## src/rtl/xm_pkg.sv

```systemverilog
package xm_pkg;
  localparam int NCH     = 8;
  localparam int CH_BASE = 4;
  localparam int NRATE   = 5;
  localparam int CTLW    = 10;
  localparam int ADDR_W  = 8;

  localparam int CB_RST  = 3;
  localparam int CB_PER  = 6;
  localparam int CB_OWN  = 7;
  localparam int CB_HALT = 8;
  localparam int CB_SNAP = 9;

  // local channel index (0..NCH-1) of the counter a channel follows
  function automatic int leader_of(input int i);
    if (i < 4) return 0;
    return i & ~1;
  endfunction
endpackage

```

## src/rtl/xm_channel.sv

```systemverilog
module xm_channel
  import xm_pkg::*;
#(
  parameter int DW        = 32,
  parameter bit IS_LEADER = 1'b1,
  parameter bit WIDE      = 1'b0
) (
  input  logic            clk,
  input  logic            rst,
  input  logic [NRATE-1:0] tick,
  input  logic            wr_cnt,
  input  logic            wr_match,
  input  logic            wr_ctl,
  input  logic [DW-1:0]   wdata,
  input  logic [DW-1:0]   grp_cnt,
  output logic [DW-1:0]   cnt,
  output logic [DW-1:0]   match_val,
  output logic [CTLW-1:0] ctl,
  output logic            fire
);
  localparam logic [CTLW-1:0] CTL_KEEP = WIDE ? 10'h3FF : 10'h0FF;

  logic [DW-1:0]   cnt_q, match_q;
  logic [CTLW-1:0] ctl_q;
  logic            eq_q, armed_q;
  logic            tick_sel, halted, adv, eq;
  logic [DW-1:0]   cmp;

  always_comb begin
    tick_sel = 1'b0;
    for (int r = 1; r <= NRATE; r++)
      if (int'(ctl_q[2:0]) == r) tick_sel = tick[r-1];
  end

  assign halted = WIDE && ctl_q[CB_HALT];
  assign adv    = (IS_LEADER || ctl_q[CB_OWN]) && !halted && tick_sel;
  assign cmp    = ctl_q[CB_OWN] ? cnt_q : grp_cnt;
  assign eq     = (cmp == match_q);
  assign fire   = eq && !eq_q && armed_q;

  always_ff @(posedge clk) begin
    if (rst) begin
      cnt_q   <= '0;
      match_q <= '0;
      ctl_q   <= '0;
      eq_q    <= 1'b1;
      armed_q <= 1'b1;
    end else begin
      eq_q <= eq;
      if (wr_cnt)                      cnt_q <= wdata;
      else if (fire && ctl_q[CB_RST])  cnt_q <= '0;
      else if (adv)                    cnt_q <= cnt_q + DW'(1);
      if (wr_match) match_q <= wdata;
      if (wr_ctl)   ctl_q   <= wdata[CTLW-1:0] & CTL_KEEP;
      if (wr_cnt || wr_match || wr_ctl)  armed_q <= 1'b1;
      else if (fire && !ctl_q[CB_PER])   armed_q <= 1'b0;
    end
  end

  assign cnt       = cnt_q;
  assign match_val = match_q;
  assign ctl       = ctl_q;

  AST_CNT_LOAD: assert property (@(posedge clk) disable iff (rst)
    $past(wr_cnt) |-> cnt_q == $past(wdata));
  AST_CLEAR_ON_MATCH: assert property (@(posedge clk) disable iff (rst)
    ($past(fire) && $past(ctl_q[CB_RST]) && !$past(wr_cnt)) |-> cnt_q == '0);
  AST_STOPPED_HOLDS: assert property (@(posedge clk) disable iff (rst)
    (!$past(wr_cnt) && !$past(fire) && $past(ctl_q[2:0]) == 3'd0) |-> cnt_q == $past(cnt_q));
  AST_SINGLE_FIRE: assert property (@(posedge clk) disable iff (rst)
    (fire && !ctl_q[CB_PER] && !wr_cnt && !wr_match && !wr_ctl) |=> !fire);
endmodule

```

## src/rtl/xm_status.sv

```systemverilog
module xm_status #(
  parameter int N = 8
) (
  input  logic         clk,
  input  logic         rst,
  input  logic [N-1:0] fire,
  input  logic         en_we,
  input  logic         clr_we,
  input  logic [N-1:0] wmask,
  output logic [N-1:0] ien,
  output logic [N-1:0] status,
  output logic         irq
);
  logic [N-1:0] ien_q, stat_q, stat_d;
  logic         irq_q;

  always_comb begin
    stat_d = stat_q;
    if (clr_we) stat_d = stat_d & ~wmask;
    stat_d = stat_d | (fire & ien_q);
  end

  always_ff @(posedge clk) begin
    if (rst) begin
      ien_q  <= '0;
      stat_q <= '0;
      irq_q  <= 1'b0;
    end else begin
      if (en_we) ien_q <= wmask;
      stat_q <= stat_d;
      irq_q  <= |stat_d;
    end
  end

  assign ien    = ien_q;
  assign status = stat_q;
  assign irq    = irq_q;

  for (genvar i = 0; i < N; i++) begin : g_chk
    AST_STATUS_STICKY: assert property (@(posedge clk) disable iff (rst)
      (stat_q[i] && !(clr_we && wmask[i])) |=> stat_q[i]);
    AST_SET_BEATS_CLEAR: assert property (@(posedge clk) disable iff (rst)
      (fire[i] && ien_q[i]) |=> stat_q[i]);
    AST_STATUS_GATED: assert property (@(posedge clk) disable iff (rst)
      $rose(stat_q[i]) |-> $past(ien_q[i]));
  end

  AST_IRQ_LEVEL: assert property (@(posedge clk) disable iff (rst)
    irq_q == (stat_q != '0));
endmodule

```

## src/rtl/xm_bank.sv

```systemverilog
module xm_bank
  import xm_pkg::*;
#(
  parameter int DW = 32
) (
  input  logic              clk,
  input  logic              rst,
  input  logic [NRATE-1:0]  rate_tick,
  input  logic              reg_we,
  input  logic              reg_re,
  input  logic [ADDR_W-1:0] reg_addr,
  input  logic [DW-1:0]     reg_wdata,
  output logic [DW-1:0]     reg_rdata,
  output logic              irq
);
  localparam logic [ADDR_W-1:0] OFF_STATUS = 8'h14;
  localparam logic [ADDR_W-1:0] OFF_IEN    = 8'h1C;
  localparam logic [ADDR_W-1:0] OFF_SNAP   = 8'h20;
  localparam int IDXW = $clog2(NCH);

  logic [DW-1:0]   cnt_arr   [NCH];
  logic [DW-1:0]   match_arr [NCH];
  logic [CTLW-1:0] ctl_arr   [NCH];
  logic [NCH-1:0]  fire, ien, status;
  logic [DW-1:0]   snap_q, rd_mux, rdata_q;

  logic            aligned, in_cnt, in_match, in_ctl;
  logic [IDXW-1:0] idx;

  assign aligned  = (reg_addr[1:0] == 2'b00);
  assign in_cnt   = aligned && (reg_addr[7:5] == 3'b010);
  assign in_match = aligned && (reg_addr[7:5] == 3'b100);
  assign in_ctl   = aligned && (reg_addr[7:5] == 3'b110);
  assign idx      = reg_addr[2 +: IDXW];

  for (genvar k = 0; k < NCH; k++) begin : g_ch
    localparam int LDR = leader_of(k);
    logic sel;
    assign sel = (idx == IDXW'(k));
    xm_channel #(
      .DW       (DW),
      .IS_LEADER(LDR == k),
      .WIDE     (k >= 4)
    ) u_ch (
      .clk      (clk),
      .rst      (rst),
      .tick     (rate_tick),
      .wr_cnt   (reg_we && in_cnt && sel),
      .wr_match (reg_we && in_match && sel),
      .wr_ctl   (reg_we && in_ctl && sel),
      .wdata    (reg_wdata),
      .grp_cnt  (cnt_arr[LDR]),
      .cnt      (cnt_arr[k]),
      .match_val(match_arr[k]),
      .ctl      (ctl_arr[k]),
      .fire     (fire[k])
    );
  end

  xm_status #(.N(NCH)) u_status (
    .clk   (clk),
    .rst   (rst),
    .fire  (fire),
    .en_we (reg_we && reg_addr == OFF_IEN),
    .clr_we(reg_we && reg_addr == OFF_STATUS),
    .wmask (reg_wdata[CH_BASE +: NCH]),
    .ien   (ien),
    .status(status),
    .irq   (irq)
  );

  always_comb begin
    rd_mux = '0;
    if (in_cnt)                      rd_mux = cnt_arr[idx];
    else if (in_match)               rd_mux = match_arr[idx];
    else if (in_ctl)                 rd_mux = DW'(ctl_arr[idx]);
    else if (reg_addr == OFF_STATUS) rd_mux = DW'({status, 4'b0000});
    else if (reg_addr == OFF_IEN)    rd_mux = DW'({ien, 4'b0000});
    else if (reg_addr == OFF_SNAP)   rd_mux = snap_q;
  end

  // channels 9 and 11 are local indices 5 and 7; their partner is one below
  always_ff @(posedge clk) begin
    if (rst) begin
      snap_q  <= '0;
      rdata_q <= '0;
    end else if (reg_re) begin
      rdata_q <= rd_mux;
      if (in_cnt && idx[0] && idx[2] && ctl_arr[idx][CB_SNAP])
        snap_q <= cnt_arr[{idx[IDXW-1:1], 1'b0}];
    end
  end

  assign reg_rdata = rdata_q;

  AST_SNAP_CAPTURE: assert property (@(posedge clk) disable iff (rst)
    (reg_re && in_cnt && idx == IDXW'(5) && ctl_arr[5][CB_SNAP]) |=> snap_q == $past(cnt_arr[4]));
  AST_SNAP_QUIET: assert property (@(posedge clk) disable iff (rst)
    !$past(reg_re) |-> $stable(snap_q));
endmodule

```

## config.mk

```make
export PLATFORM = sky130hd
export DESIGN_NAME = xm_bank
export DESIGN_NICKNAME = d
export VERILOG_FILES = /design/src/rtl/xm_pkg.sv /design/src/rtl/xm_channel.sv /design/src/rtl/xm_status.sv /design/src/rtl/xm_bank.sv
export SDC_FILE = /design/constraint.sdc
export NUM_CORES = 2
export LEC_CHECK = 0
export BUFFER_PORTS_ARGS = -buffer_cell sky130_fd_sc_hd__buf_2
export CORE_ASPECT_RATIO = 1.75
export CORE_MARGIN = 2
export CORE_UTILIZATION = 50
export DETAILED_ROUTE_END_ITERATION = 10
export HOLD_SLACK_MARGIN = 0.12
export PLACE_DENSITY = 0.66
export SYNTH_ARGS = -nofsm -noshare
export SYNTH_HDL_FRONTEND = slang
export SYNTH_HIERARCHICAL = 1
export SYNTH_SLANG_ARGS = --single-unit
```

## constraint.sdc

```tcl
create_clock -name clk -period 6.1 [get_ports clk]
set_input_delay 1.22 -clock clk [delete_from_list [all_inputs] [get_ports clk]]
set_output_delay 1.22 -clock clk [all_outputs]
set_load 0.01 [all_outputs]
```

Word level (Yosys, flattened, before mapping):

Index checks and enable logic that the tools add are counted.

* add/subtract/negate cells: 8
* magnitude comparators: 2
* eq/ne operators: 61
* multiplexer cells: 88
* bitwise operators: 6
* reductions and logical operators: 132

Operators with widths (count)
* 32-bit 2-to-1 mux: 41
* 32-bit binary-select mux with 3-bit select: 3
* 32-bit by 1-bit adder with 32-bit output, second input constant: 8
* 32-bit == test: 8
* 3-bit == test, second input constant: 38
* 1-bit logical AND: 76
* 1-bit 2-to-1 mux: 40
* 3-bit by 2-bit == test with 1-bit output, second input constant: 11
* 10-bit binary-select mux with 3-bit select: 1
* 3-bit nonzero test: 8
* 1-bit logical NOT: 20
* 10-bit 2-to-1 mux: 2
* 8-bit AND: 2
* 8-bit by 5-bit == test with 1-bit output, second input constant: 2
* 1-bit logical OR: 16
* 2-bit OR reduction: 8
* 8-bit by 6-bit == test with 1-bit output, second input constant: 1
* 4-bit >= comparator, second input constant: 2
* 8-bit 2-to-1 mux: 1
* 3-bit inverter with 4-bit output: 2
* 8-bit inverter: 1
* 8-bit OR: 1
* 8-bit OR reduction: 1
* 3-bit by 1-bit == test with 1-bit output, second input constant: 1
* other kinds (3): 3

* register bits after elaboration: 681
* input bits: 49
* output and inout port bits: 33
* logic and storage cells: 342

Longest topological paths before layout:

* word-level depth: 10
* mapped depth: 14
* gate-level depth less buffers: 9

Cells and area by module:

Netlist, hierarchy kept.

By module, submodules not included
* xm_channel at g_ch[4].u_ch ...: instances 2, cells an instance 491, area an instance 4496.8 um^2, sequential area each 1521.5 um^2
* xm_channel at g_ch[2].u_ch ...: instances 2, cells an instance 470, area an instance 4332.9 um^2, sequential area each 1481.4 um^2
* xm_channel at g_ch[5].u_ch ...: instances 2, cells an instance 480, area an instance 4311.6 um^2, sequential area each 1521.5 um^2
* xm_bank: instances 1, cells an instance 739, area an instance 8461.9 um^2, sequential area each 1281.2 um^2
* xm_channel at g_ch[0].u_ch: instances 1, cells an instance 494, area an instance 4329.2 um^2, sequential area each 1481.4 um^2
* xm_channel at g_ch[1].u_ch: instances 1, cells an instance 482, area an instance 4247.8 um^2, sequential area each 1481.4 um^2
* xm_status: instances 1, cells an instance 73, area an instance 671.9 um^2, sequential area each 340.3 um^2

Least setup slack after synthesis:

Ideal clock, no wire load.

* path kind: in2reg
* start point: input reg_addr[2]
* end point: register g_ch[0].u_ch.cnt_q[12]
* setup time: 0.095 ns
* arrival: 3.640 ns
* required time: 6.005 ns
* path slack: 2.365 ns
* cell stages on the path: 13
* path buffers: 6
* cell sequence: buf_6 > buf_6 > buf_4 > buf_2 > nor2_1 > nand2_1 > nor2_1 > clkbuf_1 > clkinv_1 > nor2_1 > clkbuf_1 > nand2_1 > a221oi_1

* cells in the longest elaborated chain, start to end: 3
* elaborated cells on any way between the ends: 4
* those cells by class: 1 x mux; 3 x reduce/logical

RTL lines
* start: declaration: RTL line xm_bank.sv:11 `input logic [ADDR_W-1:0] reg_addr,`
* 3-bit logical NOT (*): RTL line xm_bank.sv:39 `assign sel = (idx == IDXW'(k));`
* 1-bit logical AND (*): RTL line xm_bank.sv:48 `.wr_cnt (reg_we && in_cnt && sel),`
* 3-bit nonzero test (no line) or 32-bit 2-to-1 mux (tied branches)
* end signal: assignment: RTL line xm_channel.sv:50 `if (wr_cnt) cnt_q <= wdata;`
* end signal: assignment: RTL line xm_channel.sv:52 `else if (adv) cnt_q <= cnt_q + DW'(1);`
* end: declaration: RTL line xm_channel.sv:23 `logic [DW-1:0] cnt_q, match_q;`

Every way passes the cells marked *; elsewhere a longest branch is shown, timed or not.
A chain may end at the register's enable or synchronous reset.

==> results.ini <==
[status]
status = complete, but fails checks
violations = capacitance limit, slew limit

[critical_path]
endpoint_kind = flip-flop
arrival_ns = 5.66
timing.rr.start = g_ch[0].u_ch/ctl[7]
critPathLaunchType = flip-flop
reg2reg_slack_ns = 0.94
worstPathMaxFanout = 21
crit_required_ns = 6.61
r2r-end = g_ch[0].u_ch/cnt[20]
reg2reg_depth = 8
crit_type = reg -> reg

[clock_tree]
insertion_delay_ns = 0.67
cts_repair_resize_count = 0
cts_hold_buf = 0
post_cts_buffers = 0
cts_buffer_depth = 3
cts_made_buffers = 69
htreeDepth = 3
path_clk_slew_ns = 0.07
cts.sinks = 681
ctsRootBufferMaster = clkbuf_16
cts_tree = yes

[pwr]
power.switching_mw = 2.47
comb_power_share_pct = 6.9
p_int_mw = 7.26
swShare_pct = 25.4
leakage_nw = 16.1
peakVddDrop_uv = 192
powerDensity_nw_per_um2 = 204
seq_power_share_pct = 46.2
pwr-share-clk_pct = 46.9

[timing]
worstMarginPinSlew_ns = 1.56
min_period_ns = 5.16
maxClockFrequency_ghz = 0.194
finClkSkew_ns = 0.0336
fin_tns_setup_ns = 0
setup_viol = 0
drv_slew = 2
hold_slack_ns = 0.451
hold_viol = 0
rsz0062_at_grt = no
slew_headroom_pct = -5.07
post-route-period-util_pct = 84.5

[detailed_routing]
initialDrtViolationCount = 5062
drc_errors = 0
firstDrtPassIters = 6
met2_length_mm = 87.8
avgViaCountPerCell = 6.94
wl_mm = 191
wl_per_cell_um = 32.6
top_layer = met4
wl_met1_mm = 62.7
ant_nets = 0
vias = 40700
wl_met3_mm = 17.4

[yosys]
yosysWarnings = 6
ys_seq_area_share_pct = 31.0
synth_area_leaders = dfxtp_1 (31%), mux2i_1 (16%), mux4_2 (8.7%)
yosysTopAreaCell = dfxtp_1
synth.most_common_cell = mux2i_1
synth_cell_types = 97
synth_seq_cells = 681
syn_inst = 4670
syn_avg_cell_area_um2 = 9.42
syn_area_um2 = 44000
ys_top_cells_by_count = mux2i_1 (697), dfxtp_1 (681), nor2_1 (599)
synth_edf_count = 0
yosysTopAreaCellShare_pct = 31.0
async_reset_ff_share_pct = 0
ys.flop_type = dfxtp_1

[floorplanning]
die_y_um = 396
num_rows = 144
io_pins = 82
initial_core_util_pct = 50.2
die-area_um2 = 90500
core_um2 = 87600
die_x_um = 228

[finish]
area_delta_synth_final_pct = 8.36
nets = 4694
final_area_um2 = 47700
utilization_pct = 54.4
drive_gt1_share_pct = 15.1

[grt]
grt_max_degree = 113
grt_pass1_vias = 38600
antenna_found_initial = 8
grt_pass1_wl_mm = 271
overflow = 0
grt_use_total_pct = 41.1

[placement]
hpwl_mm = 138
place.gp.congestion = 1.01
placed_cell_area_um2 = 45300
portBuffers = 81

[min_path]
min_path_cells = 2
min_from = g_ch[4].u_ch/armed_q
min_to = g_ch[4].u_ch/armed_q
min-delay-path-class = reg -> reg

[flow_run]
maxCapViolCount = 1

[registers in the layout, summed over array words and instances, names as in the netlist]
register / flops
u_status/status: 8
u_status/irq: 1
u_status/ien: 8
g_ch.u_ch/armed_q: 8
g_ch.u_ch/match_val: 256
g_ch.u_ch/cnt: 256
snap_q: 32
g_ch.u_ch/ctl: 72
reg_rdata: 32
g_ch.u_ch/eq_q: 8
[power groups by stage]
stage	clock, mW	combinational (mW)	sequential [mW]
floorplan	0	0.362	4.58
global placement	0	0.640	4.59
detailed placement	0	0.644	4.59
CTS	4.59	0.645	4.49
global route	4.76	0.685	4.49
finish	4.57	0.671	4.50
[cell type report]
cell class,count,area (um2)
fill,8089,39900
multi-input combinational,3604,28400
sequential,681,13600
clock buffer,101,2020
timing repair buffer,226,1580
tap,1168,1460
clock inverter,22,295
inverter,55,206
antenna,8,20.0
[placed cells by master, fill, tap and decap left out, types with 38 or more instances in the layout]
master,instances
mux2i_1,697
dfxtp_1,673
nor2_1,586
nand2_1,328
xnor2_1,311
mux4_2,169
buf_4,142
nand3_1,105
a21oi_1,103
o21ai_0,101
a2bb2oi_1,99
nor3_1,96
o211a_1,79
buf_2,77
nor4_1,72
clkbuf_16,71
nand4_1,54
inv_1,48
xor2_1,45
mux2_2,38
[metrics by stage]
stage	setup WS, ns	instances	power [mW]
final	0.943	5865	9.73
after CTS	1.73	5857	9.73
after global routing	0.891	5858	9.93
after floorplan	2.36	4674	4.95
after global placement	1.08	5734	5.23
after detailed placement	1.06	5734	5.24
[worst max-delay path, cell delays in order (launching register included)]
cell       delay (ns)
dfxtp_2          0.86
mux2i_1          0.30
xnor2_1          0.09
nor4_1           1.28
nand4_1          0.87
nor3_4           0.93
buf_4            0.35
a2bb2oi_1        0.21
a211oi_1         0.07
[kinds of logic after synthesis]
family / synth area share, %
flip-flops: 31.0
XOR/XNOR: 7.11
AND/OR/NAND/NOR: 16.2
other: 0.0341
adder cells (fa/ha/maj): 0.228
multiplexers: 25.6
AO/OA/AOI/OAI: 15.1
buffers and inverters: 4.76
[routing by layer]
metal	GRT usage, %	vias up
met5	0	-
met4	41.3	0
met3	8.57	866
met2	67.3	2663
met1	43.2	19900
li1	-	17200
[worst max-delay path by stage]
stage,slack (ns),cells after the start,endpoint,startpoint
after floorplan,2.36,13,g_ch[0].u_ch/cnt[12],reg_addr[2]
after global placement,1.08,11,g_ch[0].u_ch/cnt[9],reg_addr[1]
after detailed placement,1.06,11,g_ch[0].u_ch/cnt[9],reg_addr[1]
after CTS,1.73,9,g_ch[6].u_ch/cnt[11],g_ch[6].u_ch/ctl[7]
after global routing,0.89,8,g_ch[0].u_ch/cnt[20],g_ch[0].u_ch/ctl[7]
final,0.94,8,g_ch[0].u_ch/cnt[20],g_ch[0].u_ch/ctl[7]
No activity file was read; power rests on OpenSTA's default activity.
